===== config.mk =====
export PLATFORM = sky130hd
export DESIGN_NAME = pllseq_top
export DESIGN_NICKNAME = d
export VERILOG_FILES = /design/src/rtl/pllseq_pkg.sv /design/src/rtl/pllseq_band.sv /design/src/rtl/pllseq_wordgen.sv /design/src/rtl/pllseq_settle.sv /design/src/rtl/pllseq_top.sv
export SDC_FILE = /design/constraint.sdc
export NUM_CORES = 1
export LEC_CHECK = 0
export BUFFER_PORTS_ARGS = -buffer_cell sky130_fd_sc_hd__buf_2
export CAP_MARGIN = 20
export CELL_PAD_IN_SITES_DETAIL_PLACEMENT = 1
export CELL_PAD_IN_SITES_GLOBAL_PLACEMENT = 1
export CORE_MARGIN = 5
export CORE_UTILIZATION = 37
export CTS_CLUSTER_SIZE = 12
export DETAILED_ROUTE_END_ITERATION = 12
export PLACE_DENSITY_LB_ADDON = 0.12
export REMOVE_ABC_BUFFERS = 1
export SLEW_MARGIN = 5
export SYNTH_ARGS = -nofsm -noshare
export SYNTH_HDL_FRONTEND = slang
export SYNTH_HIERARCHICAL = 1
export SYNTH_SLANG_ARGS = --single-unit

===== constraint.sdc =====
create_clock -name clk -period 2.92 [get_ports clk]
set_input_delay 0.292 -clock clk [delete_from_list [all_inputs] [get_ports clk]]
set_output_delay 0.292 -clock clk [all_outputs]
set_load 0.03 [all_outputs]

===== src/rtl/pllseq_pkg.sv =====
package pllseq_pkg;

  typedef enum logic [2:0] {
    ST_IDLE   = 3'd0,
    ST_READ   = 3'd1,
    ST_DIS    = 3'd2,
    ST_DIV    = 3'd3,
    ST_EN1    = 3'd4,
    ST_EN2    = 3'd5,
    ST_SETTLE = 3'd6
  } step_e;

  localparam int KEEP_W   = 2;
  localparam int MCODE_LO = 4;
  localparam int SAFE_P   = 2;

  function automatic logic is_write(step_e s);
    return (s == ST_DIS) || (s == ST_DIV) || (s == ST_EN1) || (s == ST_EN2);
  endfunction

endpackage


===== src/rtl/pllseq_band.sv =====
module pllseq_band #(
  parameter int KW   = 32,
  parameter int HI   = 100000,
  parameter int MID  = 50000
) (
  input  logic [KW-1:0] khz,
  input  logic          serial,
  output logic [1:0]    shift,
  output logic [1:0]    code
);
  always_comb begin
    if (!serial || (khz > KW'(HI))) begin
      shift = 2'd0;
      code  = 2'd0;
    end else if (khz > KW'(MID)) begin
      shift = 2'd1;
      code  = 2'd1;
    end else begin
      shift = 2'd2;
      code  = 2'd3;
    end
  end
endmodule


===== src/rtl/pllseq_wordgen.sv =====
module pllseq_wordgen
  import pllseq_pkg::*;
#(
  parameter int          AW        = 12,
  parameter int          DW        = 32,
  parameter int          M_W       = 8,
  parameter int          N_W       = 8,
  parameter int          P_W       = 8,
  parameter int          P_SHIFT   = 16,
  parameter logic [AW-1:0] CTRL_ADDR = 12'h014,
  parameter logic [AW-1:0] DIV_ADDR  = 12'h040
) (
  input  step_e              step,
  input  logic               serial,
  input  logic [M_W-1:0]     m,
  input  logic [N_W-1:0]     n,
  input  logic [P_W-1:0]     p1,
  input  logic [KEEP_W-1:0]  keep,
  input  logic [1:0]         mcode,
  input  logic               ext,
  input  logic [DW-1:0]      src,
  output logic [AW-1:0]      addr,
  output logic [DW-1:0]      data
);
  always_comb begin
    addr = CTRL_ADDR;
    data = '0;
    case (step)
      ST_DIS: begin
        data[28] = 1'b1;
        if (serial) begin
          data[P_SHIFT +: P_W] = P_W'(SAFE_P);
          data[KEEP_W-1:0]     = keep;
        end
      end
      ST_DIV: begin
        addr = DIV_ADDR;
        if (serial) begin
          data[16 +: N_W] = n;
          data[0 +: M_W]  = m;
        end else begin
          data[8 +: M_W]  = m;
        end
      end
      ST_EN1, ST_EN2: begin
        data[31] = 1'b1;
        data[28] = 1'b1;
        data[P_SHIFT +: P_W] = p1;
        if (serial) begin
          data[30]                = 1'b1;
          data[KEEP_W-1:0]        = keep;
          data[MCODE_LO +: 2]     = mcode;
          if (ext) data = data | src;
        end else begin
          data[27] = 1'b1;
        end
      end
      default: begin
        addr = CTRL_ADDR;
        data = '0;
      end
    endcase
  end
endmodule


===== src/rtl/pllseq_settle.sv =====
module pllseq_settle #(
  parameter int CYC = 500
) (
  input  logic clk,
  input  logic rst,
  input  logic run,
  output logic last
);
  localparam int CW = (CYC < 2) ? 1 : $clog2(CYC);
  logic [CW-1:0] cnt;

  always_ff @(posedge clk) begin
    if (rst || !run) cnt <= '0;
    else             cnt <= cnt + 1'b1;
  end

  assign last = run && (cnt == CW'(CYC - 1));
endmodule


===== src/rtl/pllseq_top.sv =====
module pllseq_top
  import pllseq_pkg::*;
#(
  parameter int            AW        = 12,
  parameter int            DW        = 32,
  parameter int            KW        = 32,
  parameter int            M_W       = 8,
  parameter int            N_W       = 8,
  parameter int            P_W       = 8,
  parameter int            P_SHIFT   = 16,
  parameter logic [AW-1:0] CTRL_ADDR = 12'h014,
  parameter logic [AW-1:0] DIV_ADDR  = 12'h040,
  parameter int            CLK_KHZ   = 250000,
  parameter int            SETTLE_US = 150
) (
  input  logic              clk,
  input  logic              rst,
  input  logic              start,
  input  logic              serial_port,
  input  logic [M_W-1:0]    m_code,
  input  logic [N_W-1:0]    n_code,
  input  logic [P_W-1:0]    p1_code,
  input  logic [KW-1:0]     dclk_khz,
  input  logic [KW-1:0]     achieved_khz,
  input  logic              ext_src,
  input  logic [DW-1:0]     src_bits,
  input  logic [1:0]        rd_low,
  input  logic              rd_valid,
  input  logic              wr_ready,
  output logic [AW-1:0]     bus_addr,
  output logic [DW-1:0]     bus_wdata,
  output logic              bus_wr,
  output logic              bus_rd,
  output logic              busy,
  output logic              done,
  output logic [KW-1:0]     scaled_khz,
  output logic [KW-1:0]     achieved_port_khz
);
  localparam int CYC_RAW = (CLK_KHZ / 1000) * SETTLE_US;
  localparam int CYC     = (CYC_RAW < 1) ? 1 : CYC_RAW;

  step_e              state, nxt;
  logic               serial_q, ext_q;
  logic [M_W-1:0]     m_q;
  logic [N_W-1:0]     n_q;
  logic [P_W-1:0]     p1_q;
  logic [1:0]         code_q;
  logic [KEEP_W-1:0]  keep_q;
  logic [DW-1:0]      src_q;

  logic [1:0]         band_shift, band_code;
  logic               settle_last;

  logic               f_serial, f_ext;
  logic [M_W-1:0]     f_m;
  logic [N_W-1:0]     f_n;
  logic [P_W-1:0]     f_p1;
  logic [1:0]         f_code;
  logic [KEEP_W-1:0]  f_keep;
  logic [DW-1:0]      f_src;
  logic [AW-1:0]      w_addr;
  logic [DW-1:0]      w_data;

  pllseq_band #(.KW(KW)) band_i (
    .khz    (dclk_khz),
    .serial (serial_port),
    .shift  (band_shift),
    .code   (band_code)
  );

  pllseq_settle #(.CYC(CYC)) settle_i (
    .clk  (clk),
    .rst  (rst),
    .run  (state == ST_SETTLE),
    .last (settle_last)
  );

  // next step
  always_comb begin
    nxt = state;
    case (state)
      ST_IDLE:   if (start) nxt = serial_port ? ST_READ : ST_DIS;
      ST_READ:   if (rd_valid) nxt = ST_DIS;
      ST_DIS:    if (wr_ready) nxt = ST_DIV;
      ST_DIV:    if (wr_ready) nxt = ST_EN1;
      ST_EN1:    if (wr_ready) nxt = serial_q ? ST_EN2 : ST_SETTLE;
      ST_EN2:    if (wr_ready) nxt = ST_SETTLE;
      ST_SETTLE: if (settle_last) nxt = ST_IDLE;
      default:   nxt = ST_IDLE;
    endcase
  end

  // fields seen by the word generator: live on the start edge, latched after
  always_comb begin
    if (state == ST_IDLE) begin
      f_serial = serial_port;
      f_ext    = ext_src;
      f_m      = m_code;
      f_n      = n_code;
      f_p1     = p1_code;
      f_code   = band_code;
      f_src    = src_bits;
    end else begin
      f_serial = serial_q;
      f_ext    = ext_q;
      f_m      = m_q;
      f_n      = n_q;
      f_p1     = p1_q;
      f_code   = code_q;
      f_src    = src_q;
    end
    f_keep = (state == ST_READ) ? rd_low : keep_q;
  end

  pllseq_wordgen #(
    .AW(AW), .DW(DW), .M_W(M_W), .N_W(N_W), .P_W(P_W),
    .P_SHIFT(P_SHIFT), .CTRL_ADDR(CTRL_ADDR), .DIV_ADDR(DIV_ADDR)
  ) wordgen_i (
    .step   (nxt),
    .serial (f_serial),
    .m      (f_m),
    .n      (f_n),
    .p1     (f_p1),
    .keep   (f_keep),
    .mcode  (f_code),
    .ext    (f_ext),
    .src    (f_src),
    .addr   (w_addr),
    .data   (w_data)
  );

  always_ff @(posedge clk) begin
    if (rst) begin
      state    <= ST_IDLE;
      serial_q <= 1'b0;
      ext_q    <= 1'b0;
      m_q      <= '0;
      n_q      <= '0;
      p1_q     <= '0;
      code_q   <= '0;
      keep_q   <= '0;
      src_q    <= '0;
      bus_addr <= '0;
      bus_wdata<= '0;
      bus_wr   <= 1'b0;
      bus_rd   <= 1'b0;
      busy     <= 1'b0;
      done     <= 1'b0;
    end else begin
      state <= nxt;
      if (state == ST_IDLE && start) begin
        serial_q <= serial_port;
        ext_q    <= ext_src;
        m_q      <= m_code;
        n_q      <= n_code;
        p1_q     <= p1_code;
        code_q   <= band_code;
        src_q    <= src_bits;
      end
      if (state == ST_READ && rd_valid) keep_q <= rd_low;
      bus_wr <= is_write(nxt);
      bus_rd <= (nxt == ST_READ);
      busy   <= (nxt != ST_IDLE);
      done   <= (state == ST_SETTLE) && settle_last;
      if (is_write(nxt) || nxt == ST_READ) begin
        bus_addr  <= w_addr;
        bus_wdata <= (nxt == ST_READ) ? '0 : w_data;
      end else begin
        bus_addr  <= '0;
        bus_wdata <= '0;
      end
    end
  end

  // port-multiplier scaling of the clocks exchanged with the divider search
  always_ff @(posedge clk) begin
    if (rst) begin
      scaled_khz        <= '0;
      achieved_port_khz <= '0;
    end else begin
      scaled_khz        <= dclk_khz << band_shift;
      achieved_port_khz <= achieved_khz >> band_shift;
    end
  end

endmodule


Yosys cells after proc, flatten, opt, wreduce, memory -nomap -nowiden

Index checks and enable logic that the tools add are counted.

Register bits after elaboration: 193
Input port bits: 129
Output and inout port bits: 112
Logic and storage cells: 99

$add $sub $neg: 1
$lt $le $gt $ge: 2
Equality and inequality tests: 12
Shift operators: 2
Muxes and demuxes: 36
Bitwise operators: 5
Reductions and logical operators: 20

Operator list:

| cell                                                 | number |
|---|---|
| two-way mux 32 bit                                   | 2 |
| two-way mux 8 bit                                    | 6 |
| > comparator 32 x 16 -> 1 bit, second input constant | 1 |
| > comparator 32 x 17 -> 1 bit, second input constant | 1 |
| OR 32 bit                                            | 1 |
| left shift 32 x 2 -> 32 bit                          | 1 |
| >> shifter 32 x 2 -> 32 bit                          | 1 |
| case mux 14 bit (2 select lines)                     | 1 |
| two-way mux 24 bit                                   | 1 |
| case mux 8 bit (3 select lines)                      | 1 |
| two-way mux 3 bit                                    | 7 |
| case mux 3 bit (7 select lines)                      | 1 |
| two-way mux 2 bit                                    | 10 |
| adder 16 x 1 -> 16 bit, second input constant        | 1 |
| == test 16 bit, second input constant                | 1 |
| == test 3 bit, second input constant                 | 5 |
| == test 3 x 2 -> 1 bit, second input constant        | 4 |
| two-way mux 7 bit                                    | 1 |
| == test 3 x 1 -> 1 bit, second input constant        | 2 |
| logical OR 1 bit                                     | 6 |
| case mux 2 bit (3 select lines)                      | 1 |
| OR reduction 6 bit                                   | 1 |
| OR reduction 5 bit                                   | 1 |
| logical AND 1 bit                                    | 4 |
| 10 further kinds                                     | 17 |

Longest topological paths before layout

Gate-level depths: netlist (run 1).

Word-level depth: 11
Gate-level depth with buffers: 15
Depth with buffers taken out: 13

By module

The synthesis (run 1) kept the hierarchy.

Modules (own cells, without submodules):

| module         | times used | cells an instance | area each (um^2) | seq. area each (um^2) |
|---|---|---|---|---|
| pllseq_top     | 1          | 747               | 7891.3           | 3543.4 |
| pllseq_settle  | 1          | 88                | 780.7            | 320.3 |
| pllseq_wordgen | 1          | 85                | 516.7            | 0.0 |
| pllseq_band    | 1          | 29                | 186.4            | 0.0 |

Least setup slack after synthesis (run 1)

Ideal clock, no wire load.

Path type: input port to flip-flop
Start point: input dclk_khz[14]
End point: register achieved_port_khz[20]
Library setup time: 128 ps
Arrival: 2603 ps
Required time: 2792 ps
Path slack: 189 ps
Stages: 8
Buffers on the path: 2
Path through: or4_4 nor4_2 o21ai_1 a21oi_1 buf_2 buf_2 mux4_2 nor2b_1

Word-level cells in the longest chain between the ends: 4
Elaborated cells on any way between the ends: 6
Classes of those cells: order compare (2); shift (1); mux (2); reduce/logical (1)

Ends and longest elaborated chain:

| item                                                                                  | line                                 | source |
|---|---|---|
| from (decl)                                                                           | pllseq_top.sv:23                     | `input logic [KW-1:0] dclk_khz,` |
| > comparator 32 x 16 -> 1 bit / > comparator 32 x 17 -> 1 bit (equally long branches) | pllseq_band.sv:15, pllseq_band.sv:12 |  |
| two-way mux 2 bit / logical OR 1 bit (equally long branches)                          | pllseq_band.sv:15, pllseq_band.sv:12 |  |
| two-way mux 2 bit (*)                                                                 | pllseq_band.sv:12                    | `if (!serial \|\| (khz > KW'(HI))) begin` |
| net band_shift[0]                                                                     | pllseq_top.sv:51                     | `logic [1:0] band_shift, band_code;` |
| >> shifter 32 x 2 -> 32 bit (*)                                                       | pllseq_top.sv:182                    | `achieved_port_khz <= achieved_khz >> band_shift;` |
| to (signal assigned)                                                                  | pllseq_top.sv:182                    |  |
| to (decl)                                                                             | pllseq_top.sv:37                     | `output logic [KW-1:0] achieved_port_khz` |

The timed path passes the listed nets; every way through them passes the cells marked *.
A chain may end at the register's enable or synchronous reset.

Worst setup path in the final report (run 1)

Start point: register settle_i.cnt[9]
End point: register bus_wdata[9]

Elaborated cells on any way between the ends: 17
Classes of those cells: eq/ne (6); mux (3); bitwise (1); reduce/logical (7)

RTL lines:

| item                                 | line                 | source |
|---|---|---|
| from (decl)                          | pllseq_settle.sv:10  | `logic [CW-1:0] cnt;` |
| from (signal assigned)               | pllseq_settle.sv:14  | `else cnt <= cnt + 1'b1;` |
| == test 16 bit (*)                   | pllseq_settle.sv:17  | `assign last = run && (cnt == CW'(CYC - 1));` |
| logical AND 1 bit (*)                | pllseq_settle.sv:17  |  |
| net settle_last                      | pllseq_top.sv:52     | `logic settle_last;` |
| two-way mux 3 bit (*)                | pllseq_top.sv:88     | `ST_SETTLE: if (settle_last) nxt = ST_IDLE;` |
| case mux 3 bit (7 select lines) (*)  | pllseq_top.sv:81     | `case (state)` |
| net nxt[1]                           | pllseq_top.sv:42     | `step_e state, nxt;` |
| == test 3 bit                        | pllseq_wordgen.sv:28 | `case (step)` |
| OR reduction 2 bit                   | pllseq_wordgen.sv:28 |  |
| case mux 14 bit (2 select lines) (*) | pllseq_wordgen.sv:28 |  |
| net w_data[9]                        | pllseq_top.sv:62     | `logic [DW-1:0] w_data;` |
| to (signal assigned)                 | pllseq_top.sv:167    | `bus_wdata <= (nxt == ST_READ) ? '0 : w_data;` |
| to (decl)                            | pllseq_top.sv:31     | `output logic [DW-1:0] bus_wdata,` |

Marked as above.

==> impl_metrics.ini, run 1 <==
[synthesis]
postSynthCellCount = 934
synthesis.area_um2 = 9240
yosysWarnings = 6
postSynthAreaPerCell_um2 = 9.90

[grt]
grt_use_total_pct = 18.4
grt_start_max_net_pins = 93
total_global_routing_overflow = 0
antenna_found_initial = 4
grt_first_pass_wirelength_um = 42500
first_global_vias = 7851

[die]
coreArea_um2 = 24500
die_area_um2 = 28200
die_width_um = 168
pin_count = 241
die_height_um = 168
initial_core_util_pct = 37.8
num_rows = 57

[sta]
hold_viol = 0
finalSetupViolations = 0
finalCriticalPeriod_ns = 2.69
clock-skew-final_ns = 0.0174
worst_slew_margin_rel_pct = 49.5
portion_of_the_clock_cycle_consumed_by_the_worst_path_in_the_final_layout_pct = 92.0
fmaxAchievable_mhz = 372
postLayoutSetupSlackWorst_ns = 0.234
drv_slew = 0
worst_slew_pin_slew_ns = 0.756
total_negative_setup_slack_ns = 0

[run_status]
run_status = finished, final reports clean

[power]
cellLeakagePower_nw = 4.59
peakVddDrop_v = 0.000282
power_density_nw_per_um2 = 555

[setup_path]
worst-path-max-fanout = 15
worstSetupStartpointType = flop
worst_ep_arrival_time_ns = 3.04
critical_path_required_ns = 3.28
ff2ff_setup_slack_ns = 0.23
end_kind = flop
criticalPathCategory = flop to flop

[clock_tree]
clock_sink_count = 190
cts_resized = 0
cts.hold.buffers_added = 0
clk_transition_reported_paths_ns = 0.08
tritoncts = yes
clockRootBuffer = sky130_fd_sc_hd__clkbuf_16
h-tree-depth = 4
post-cts-setup-buffer-count = 0
cts_made_buffers = 17
clock_buffer_depth = 2
clkLatencyLatePin_ns = 0.43

[place]
gp_routability_congestion = 0.742
placement.io_buffers = 237
dp.final_hpwl_um = 18800
dp_worst_setup_slack_ns = 0.118
dpl-instance-area_um2 = 10800

[min_path]
type_of_the_tightest_min_delay_check = input port to flop

[detailed_routing]
remaining_drc_errors = 0
dr_total_vias = 7543
route.detailed.wl_per_inst_um = 17.6
drt-initial-drc-count = 342
detail_route.wirelength_um = 26300
drtAntennaViolNets = 0
routed_via_density = 5.07
drt_pre_antenna_iters = 4

[layout]
utilization_pct = 46.8
num-nets-final = 1280
final_common_cell = sky130_fd_sc_hd__buf_2
final_layout_size_suffix_gt1_share_pct = 38.6
syn2layout_area_growth_pct = 23.9
final_design_area_no_fill_um2 = 11500
commonest_non_fill_non_tap_cells_in_the_layout = sky130_fd_sc_hd__buf_2, sky130_fd_sc_hd__dfxtp_1, sky130_fd_sc_hd__nand2_1

[run]
cap_viol_max_count = 0
-- registers in the layout, indices dropped and copies added (netlist names), 2 cells and up --
| register | cells |
|---|---|
| settle_i/cnt | 16 |
| src_q | 29 |
| keep_q | 2 |
| bus_addr | 12 |
| m_q | 8 |
| code_q | 2 |
| p1_q | 8 |
| state | 3 |
| bus_wdata | 32 |
| achieved_port_khz | 32 |
| n_q | 8 |
| scaled_khz | 32 |
-- final cells by class --
class / count / area, µm²
fillers: 2861 / 13000
multi-input cells: 646 / 4990
flip-flops and latches: 190 / 3800
repair buffers: 274 / 1590
clock buffers: 18 / 439
well taps: 324 / 405
clock inverters: 14 / 144
inverters: 21 / 78.8
diodes: 2 / 5.00
-- layer usage --
metal | vias to the layer above | global-route usage [%] | part of all wire, %
li1 | 3710 | - | -
met1 | 3698 | 24.1 | 45
met2 | 112 | 30.9 | 50
met3 | 19 | 4.31 | 4.0
met4 | 4 | 4.59 | 0.98
met5 | - | 0 | 0.088
-- where the power goes --
group / internal [mW] / leakage, nW / switching, mW / total [mW]
registers: 2.73 / 1.56 / 0.0499 / 2.78
logic: 0.524 / 2.75 / 0.739 / 1.26
clock network: 1.17 / 0.289 / 1.14 / 2.31
total: 4.42 / 4.59 / 1.93 / 6.36
-- worst max-delay path, cell delays in order, from the launching register on --
cell                       delay [ns]
sky130_fd_sc_hd__dfxtp_1         0.44
sky130_fd_sc_hd__nor4b_2         0.26
sky130_fd_sc_hd__nand3_1         0.13
sky130_fd_sc_hd__nor3_1          0.17
sky130_fd_sc_hd__buf_4           0.16
sky130_fd_sc_hd__a21oi_1         0.06
sky130_fd_sc_hd__o21ai_1         0.17
sky130_fd_sc_hd__and3_1          0.22
sky130_fd_sc_hd__inv_1           0.12
sky130_fd_sc_hd__and4b_2         0.36
sky130_fd_sc_hd__buf_6           0.19
sky130_fd_sc_hd__a22o_1          0.16
sky130_fd_sc_hd__nand2b_1        0.05
sky130_fd_sc_hd__a21oi_1         0.12
-- stage by stage --
stage	cells	hold WS [ns]	power [mW]
global placement	1455	0.439	4.09
CTS	1487	0.0729	6.46
global route	1489	0.0746	6.69
detailed placement	1455	0.447	4.12
finish	1489	0.0966	6.36
floorplan	857	0.360	3.61
-- path summary, 6_finish.rpt --
kind	depth (start not counted)	endpoint	start
worst max-delay path	13	bus_wdata[9]	settle_i/cnt[9]
worst min register to register	2	src_q[13]	src_q[13]
worst max register to register	13	bus_wdata[9]	settle_i/cnt[9]
worst min-delay path	3	p1_q[0]	p1_code[0]
(Power assumes the default switching activity.)
==> run 2: changes to the inputs <==
--- a/config.mk
+++ b/config.mk
@@ -5,14 +5,16 @@
 export SDC_FILE = /design/constraint.sdc
 export NUM_CORES = 1
 export LEC_CHECK = 0
-export BUFFER_PORTS_ARGS = -buffer_cell sky130_fd_sc_hd__buf_2
 export CAP_MARGIN = 20
 export CELL_PAD_IN_SITES_DETAIL_PLACEMENT = 1
 export CELL_PAD_IN_SITES_GLOBAL_PLACEMENT = 1
 export CORE_MARGIN = 5
-export CORE_UTILIZATION = 37
+export CORE_UTILIZATION = 45
+export CTS_BUF_LIST = sky130_fd_sc_hd__clkbuf_4
+export CTS_CLUSTER_DIAMETER = 30
 export CTS_CLUSTER_SIZE = 12
 export DETAILED_ROUTE_END_ITERATION = 12
+export DONT_BUFFER_PORTS = 1
 export PLACE_DENSITY_LB_ADDON = 0.12
 export REMOVE_ABC_BUFFERS = 1
 export SLEW_MARGIN = 5
==> run 2 against run 1 <==
Clock skew rose by 0.0021 ns. Clock power decreased by 29%. Maximum frequency shrank 1.3%. Final cell count is 16% lower. Final area shrank 8.1%. Register-to-register slack worse by 0.04 ns. Sequential cell count stayed put. Global-route usage grew 4.3 points. Wire length grew 3.4%. Via count decreased by 5.4%. Setup slack got worse by 0.036 ns. Largest power group unchanged.
==> impl_metrics.ini, run 2 (synthesis gave the netlist of run 1 again) <==
[min_path]
type_of_the_tightest_min_delay_check = input port to flop
hp-start = dclk_khz[0]

[die]
die_height_um = 153
initial_core_util_pct = 45.7
die_width_um = 153
coreArea_um2 = 20200
num_rows = 52
die_area_um2 = 23500
pin_count = 241

[power]
peakVddDrop_v = 0.000219
cellLeakagePower_nw = 3.65
power_density_nw_per_um2 = 529

[setup_path]
criticalPathCategory = flop to flop
worst_ep_arrival_time_ns = 3.20
critical_path_required_ns = 3.40
ff2ff_setup_slack_ns = 0.20
worstSetupStartpointType = flop
worst_r2r_endpoint = bus_wdata[1]
end_kind = flop
setup.worst_path.start = settle_i/cnt[10]
worst-path-max-fanout = 19
regToRegStartpoint = settle_i/cnt[10]
setup.worst_path.end = bus_wdata[1]
r2r_cells = 14

[layout]
commonest_non_fill_non_tap_cells_in_the_layout = sky130_fd_sc_hd__dfxtp_1, sky130_fd_sc_hd__nand2_1, sky130_fd_sc_hd__a21oi_1
syn2layout_area_growth_pct = 13.9
utilization_pct = 52.0
reg.largest.list = achieved_port_khz x32, bus_wdata x32, scaled_khz x32
final_design_area_no_fill_um2 = 10500
final_layout_size_suffix_gt1_share_pct = 20.1
final_common_cell = sky130_fd_sc_hd__dfxtp_1
non_filler_instances = 1258
num-nets-final = 1103

[place]
dp.final_hpwl_um = 17600
placement.io_buffers = 0
dp_cells = 1149
gp_routability_congestion = 0.768
dpl-instance-area_um2 = 9420

[sta]
total_negative_setup_slack_ns = 0
drv_slew = 0
fmaxAchievable_mhz = 367
worst_slew_margin_rel_pct = 48.6
hold_viol = 0
finalSetupViolations = 0
holdWs_ns = 0.0520
finalCriticalPeriod_ns = 2.72
rsz0062_at_grt = no
portion_of_the_clock_cycle_consumed_by_the_worst_path_in_the_final_layout_pct = 93.2
clock-skew-final_ns = 0.0195
worst_slew_pin_slew_ns = 0.770

[clock_tree]
cts_made_buffers = 17
clock_sink_count = 190
clk_transition_reported_paths_ns = 0.16
clockRootBuffer = sky130_fd_sc_hd__clkbuf_4
tritoncts = yes
clkLatencyLatePin_ns = 0.55
h-tree-depth = 4
clock_buffer_depth = 2

[detailed_routing]
remaining_drc_errors = 0
route.detailed.wl_per_inst_um = 21.6
routed_via_density = 5.67
dr_total_vias = 7135
drt_pre_antenna_iters = 5
drtAntennaViolNets = 0
detail_route.wirelength_um = 27200
drt-initial-drc-count = 276

[run]
cap_viol_max_count = 0

[grt]
antenna_found_initial = 1
grt_start_max_net_pins = 165
grt_use_total_pct = 22.8
grt_first_pass_wirelength_um = 43400
total_global_routing_overflow = 0
first_global_vias = 7849

[run_status]
run_status = finished, final reports clean
## run 2: cell count changes in the layout (fill, tap and decap cells not counted), moves of 3 or more
cell	change
sky130_fd_sc_hd__buf_12	-4
sky130_fd_sc_hd__bufinv_16	+4
sky130_fd_sc_hd__clkbuf_4	+19
sky130_fd_sc_hd__buf_4	-9
sky130_fd_sc_hd__clkbuf_16	-17
sky130_fd_sc_hd__buf_2	-236
sky130_fd_sc_hd__inv_8	-3
sky130_fd_sc_hd__dfxtp_2	+3
sky130_fd_sc_hd__dfxtp_1	-3
sky130_fd_sc_hd__dlygate4sd3_1	+73
## run 2: worst min path at each step
stage | end | depth (start not counted)
2_1_floorplan | bus_addr[4] | 1
3_3_place_gp | n_q[6] | 1
3_5_place_dp | n_q[6] | 1
4_1_cts | achieved_port_khz[27] | 2
5_1_grt | scaled_khz[3] | 2
6_report | scaled_khz[3] | 2
## run 2: cell type report
cell class                 instances  area, µm²
clock buffer                      19        143
inverter                          21       78.8
antenna                            2       5.00
timing repair buffer              97        993
fill                            2233       9710
tap                              270        338
sequential                       190       3810
clock inverter                    13        186
multi-input combinational        646       4970
## run 2: repair_timing
| action | in CTS | in global routing |
|---|---|---|
| resized for setup | 0 | 4 |
| hold buffers | 74 | 0 |
| setup buffers | 0 | 1 |
| hold endpoints to repair | 165 | 0 |
| endpoints found under the setup margin | 0 | 10 |
## run 2: through the flow
| step | power [mW] | setup WS, ns |
|---|---|---|
| after floorplan | 3.61 | -4.26 |
| after global placement | 3.81 | 0.249 |
| after detailed placement | 3.86 | 0.150 |
| after CTS | 5.62 | 0.138 |
| after global routing | 5.83 | 0.00369 |
| final | 5.57 | 0.198 |
## run 2: worst max-delay path, cell delays in order (launching register included)
cell	delay, ns
sky130_fd_sc_hd__dfxtp_1	0.39
sky130_fd_sc_hd__nor4b_1	0.31
sky130_fd_sc_hd__nand3_1	0.13
sky130_fd_sc_hd__nor3_1	0.15
sky130_fd_sc_hd__buf_4	0.15
sky130_fd_sc_hd__a21oi_1	0.06
sky130_fd_sc_hd__o21ai_1	0.17
sky130_fd_sc_hd__and3_1	0.25
sky130_fd_sc_hd__inv_1	0.12
sky130_fd_sc_hd__and4b_1	0.31
sky130_fd_sc_hd__buf_12	0.17
sky130_fd_sc_hd__a21oi_1	0.09
sky130_fd_sc_hd__o21ai_0	0.15
sky130_fd_sc_hd__nand2b_1	0.08
sky130_fd_sc_hd__a21oi_1	0.13
## run 2: per-layer routing
| metal | vias up | global-route usage (%) | share of wire (%) |
|---|---|---|---|
| met5 | - | 0 | 0 |
| met4 | 0 | 5.94 | 1.9 |
| met3 | 31 | 5.99 | 5.6 |
| met2 | 172 | 40.6 | 52 |
| met1 | 3580 | 27.2 | 41 |
| li1 | 3352 | - | - |
## run 2: power breakdown
| group | switching, mW | internal [mW] |
|---|---|---|
| clock | 0.929 | 0.709 |
| sequential | 0.226 | 2.74 |
| combinational | 0.498 | 0.466 |
| total | 1.65 | 3.91 |
==> run 3: changes to the inputs <==
--- a/config.mk
+++ b/config.mk
@@ -5,11 +5,12 @@
 export SDC_FILE = /design/constraint.sdc
 export NUM_CORES = 1
 export LEC_CHECK = 0
+export ABC_AREA = 1
 export CAP_MARGIN = 20
 export CELL_PAD_IN_SITES_DETAIL_PLACEMENT = 1
 export CELL_PAD_IN_SITES_GLOBAL_PLACEMENT = 1
 export CORE_MARGIN = 5
-export CORE_UTILIZATION = 45
+export CORE_UTILIZATION = 42
 export CTS_BUF_LIST = sky130_fd_sc_hd__clkbuf_4
 export CTS_CLUSTER_DIAMETER = 30
 export CTS_CLUSTER_SIZE = 12
==> run 3 against run 2 <==
Non-clock buffer count increased by 91. Final area is 4.2% higher. Critical path type is now input port to flop. Combinational power rose by 42%. Utilization rose by 0.64 points. Sequential power is 3% higher. Maximum frequency increased by 4.7%. Register-to-register slack improved by 0.18 ns. Global-route usage increased by 2.6 points. Synthesized area fell by 4.8%. Critical path depth shrank 2. Clock-buffer cell count shrank 1.
==> impl_metrics.ini, run 3 <==
[run_status]
run_status = finished, final reports clean

[die]
num_rows = 53
pin_count = 241
die_width_um = 155
die_height_um = 155
coreArea_um2 = 20800
initial_core_util_pct = 42.3
die_area_um2 = 23900

[detailed_routing]
drt_pre_antenna_iters = 5
drt-initial-drc-count = 514
route.detailed.wl_per_inst_um = 18.4
detail_route.wirelength_um = 30700
dr_total_vias = 8812
drtAntennaViolNets = 0
routed_via_density = 5.27
remaining_drc_errors = 0

[setup_path]
timing.critical_path.cells = inv_1 > nand2_1 > nor2_1 > nand3_1 > nand2_1 > o21ai_0 > nor2_4 > buf_4 > mux2i_1 > dlygate4sd3_1 > o22ai_1 > dlygate4sd3_1
critical-path-top-delay-family = buffers and inverters
ff2ff_setup_slack_ns = 0.38
cp_num_buf_inv = 4
end_kind = flop
worst_r2r_endpoint = bus_wdata[2]
regToRegStartpoint = settle_i/cnt[0]
r2r_cells = 17
critical_path_required_ns = 3.40
worstSetupStartpointType = input port
setup.worst_path.start = dclk_khz[13]
critical-path-slowest-cell = sky130_fd_sc_hd__dlygate4sd3_1
worst-path-max-fanout = 14
worst_path_largest_cell_delay_ns = 0.63
worst_ep_arrival_time_ns = 3.08
criticalPathCategory = input port to flop

[layout]
commonest_non_fill_non_tap_cells_in_the_layout = sky130_fd_sc_hd__nand2_1, sky130_fd_sc_hd__dfxtp_1, sky130_fd_sc_hd__inv_1
reg.largest.list = achieved_port_khz x32, bus_wdata x32, scaled_khz x32
num-nets-final = 1512
non_filler_instances = 1671
final_design_area_no_fill_um2 = 11000
final_common_cell = sky130_fd_sc_hd__nand2_1
n_fill_cell = 2625
syn2layout_area_growth_pct = 24.6
utilization_pct = 52.7
final_layout_size_suffix_gt1_share_pct = 7.38

[grt]
first_global_vias = 9219
grt_start_max_net_pins = 69
global_route_met2_usage_pct = 43.1
groute.layer.met1.usage_pct = 30.7
grt_use_met3_pct = 6.38
grt_first_pass_wirelength_um = 49200
antenna_found_initial = 1
top_usage_layer_grt = met2
total_global_routing_overflow = 0
grt_use_total_pct = 25.3

[min_path]
type_of_the_tightest_min_delay_check = input port to flop
hp-start = src_bits[10]
min_to = bus_wdata[10]
timing.hold.worst_path_depth = 6

[synthesis]
synthesis.area_um2 = 8800
postSynthCellCount = 1246
yosysWarnings = 6
postSynthAreaPerCell_um2 = 7.06

[clock_tree]
clockRootBuffer = sky130_fd_sc_hd__clkbuf_4
h-tree-depth = 4
tritoncts = yes
cts_made_buffers = 17
clock_sink_count = 190
clock_buffer_depth = 2
clkLatencyLatePin_ns = 0.58
post-cts-setup-buffer-count = 0
clk_transition_reported_paths_ns = 0.18

[sta]
postLayoutSetupSlackWorst_ns = 0.320
worst_slew_margin_rel_pct = 55.0
hold_viol = 0
drv_slew = 0
finalCriticalPeriod_ns = 2.60
holdWs_ns = 0.0533
portion_of_the_clock_cycle_consumed_by_the_worst_path_in_the_final_layout_pct = 89.0
worst_slew_pin_slew_ns = 0.676
rsz0062_at_grt = no
clock-skew-final_ns = 0.0330
finalSetupViolations = 0
total_negative_setup_slack_ns = 0
fmaxAchievable_mhz = 385

[place]
dp_cells = 1470
dp_worst_setup_slack_ns = 0.188
dp.final_hpwl_um = 18400
dpl-instance-area_um2 = 9010
gp_routability_congestion = 0.844
placement.io_buffers = 0

[power]
post-layout-total-power_mw = 5.84
peakVddDrop_v = 0.000281
cellLeakagePower_nw = 4.50
power_density_nw_per_um2 = 532

[run]
cap_viol_max_count = 0
run 3: worst max-delay path by stage:
stage / depth (start not counted) / end / slack (ns)
floorplan: 10 / scaled_khz[28] / -3.09
global placement: 18 / bus_wdata[7] / 0.29
detailed placement: 18 / bus_wdata[2] / 0.19
CTS: 18 / bus_wdata[4] / 0.17
global route: 17 / bus_wdata[4] / 0.02
finish: 12 / scaled_khz[11] / 0.32
run 3: routing by layer:
metal	vias up	part of all wire, %
met5	-	0
met2	278	48
met3	80	5.8
met4	0	3.7
li1	4250	-
met1	4204	42
run 3: power breakdown:
part,total [mW],switching (mW),internal (mW)
clock,1.42,1.04,0.380
sequential,3.05,0.257,2.80
combinational,1.37,0.844,0.522
total,5.84,2.14,3.70
run 3: final cells by class:
cell class | instances | area (µm²) | share of cell area, %
multi-input combinational | 796 | 3950 | 36.0
sequential | 190 | 3800 | 34.7
timing repair buffer | 188 | 1890 | 17.3
inverter | 189 | 709 | 6.47
tap | 275 | 344 | 3.14
clock buffer | 18 | 135 | 1.23
clock inverter | 14 | 130 | 1.19
antenna | 1 | 2.50 | 0.0228
run 3: repair_timing:
item | 4_1_cts | 5_1_grt
hold endpoints to repair | 145 | 0
endpoints found under the setup margin | 0 | 6
gates resized for setup | 0 | 2
hold buffers | 168 | 0
run 3: worst min-delay path, cell delays in order:
cell                      delay (ns)
sky130_fd_sc_hd__nor2_1         0.08
sky130_fd_sc_hd__a21oi_1        0.05
sky130_fd_sc_hd__nand2_1        0.06
sky130_fd_sc_hd__nand2_1        0.05
sky130_fd_sc_hd__inv_1          0.05
sky130_fd_sc_hd__nor2_1         0.04
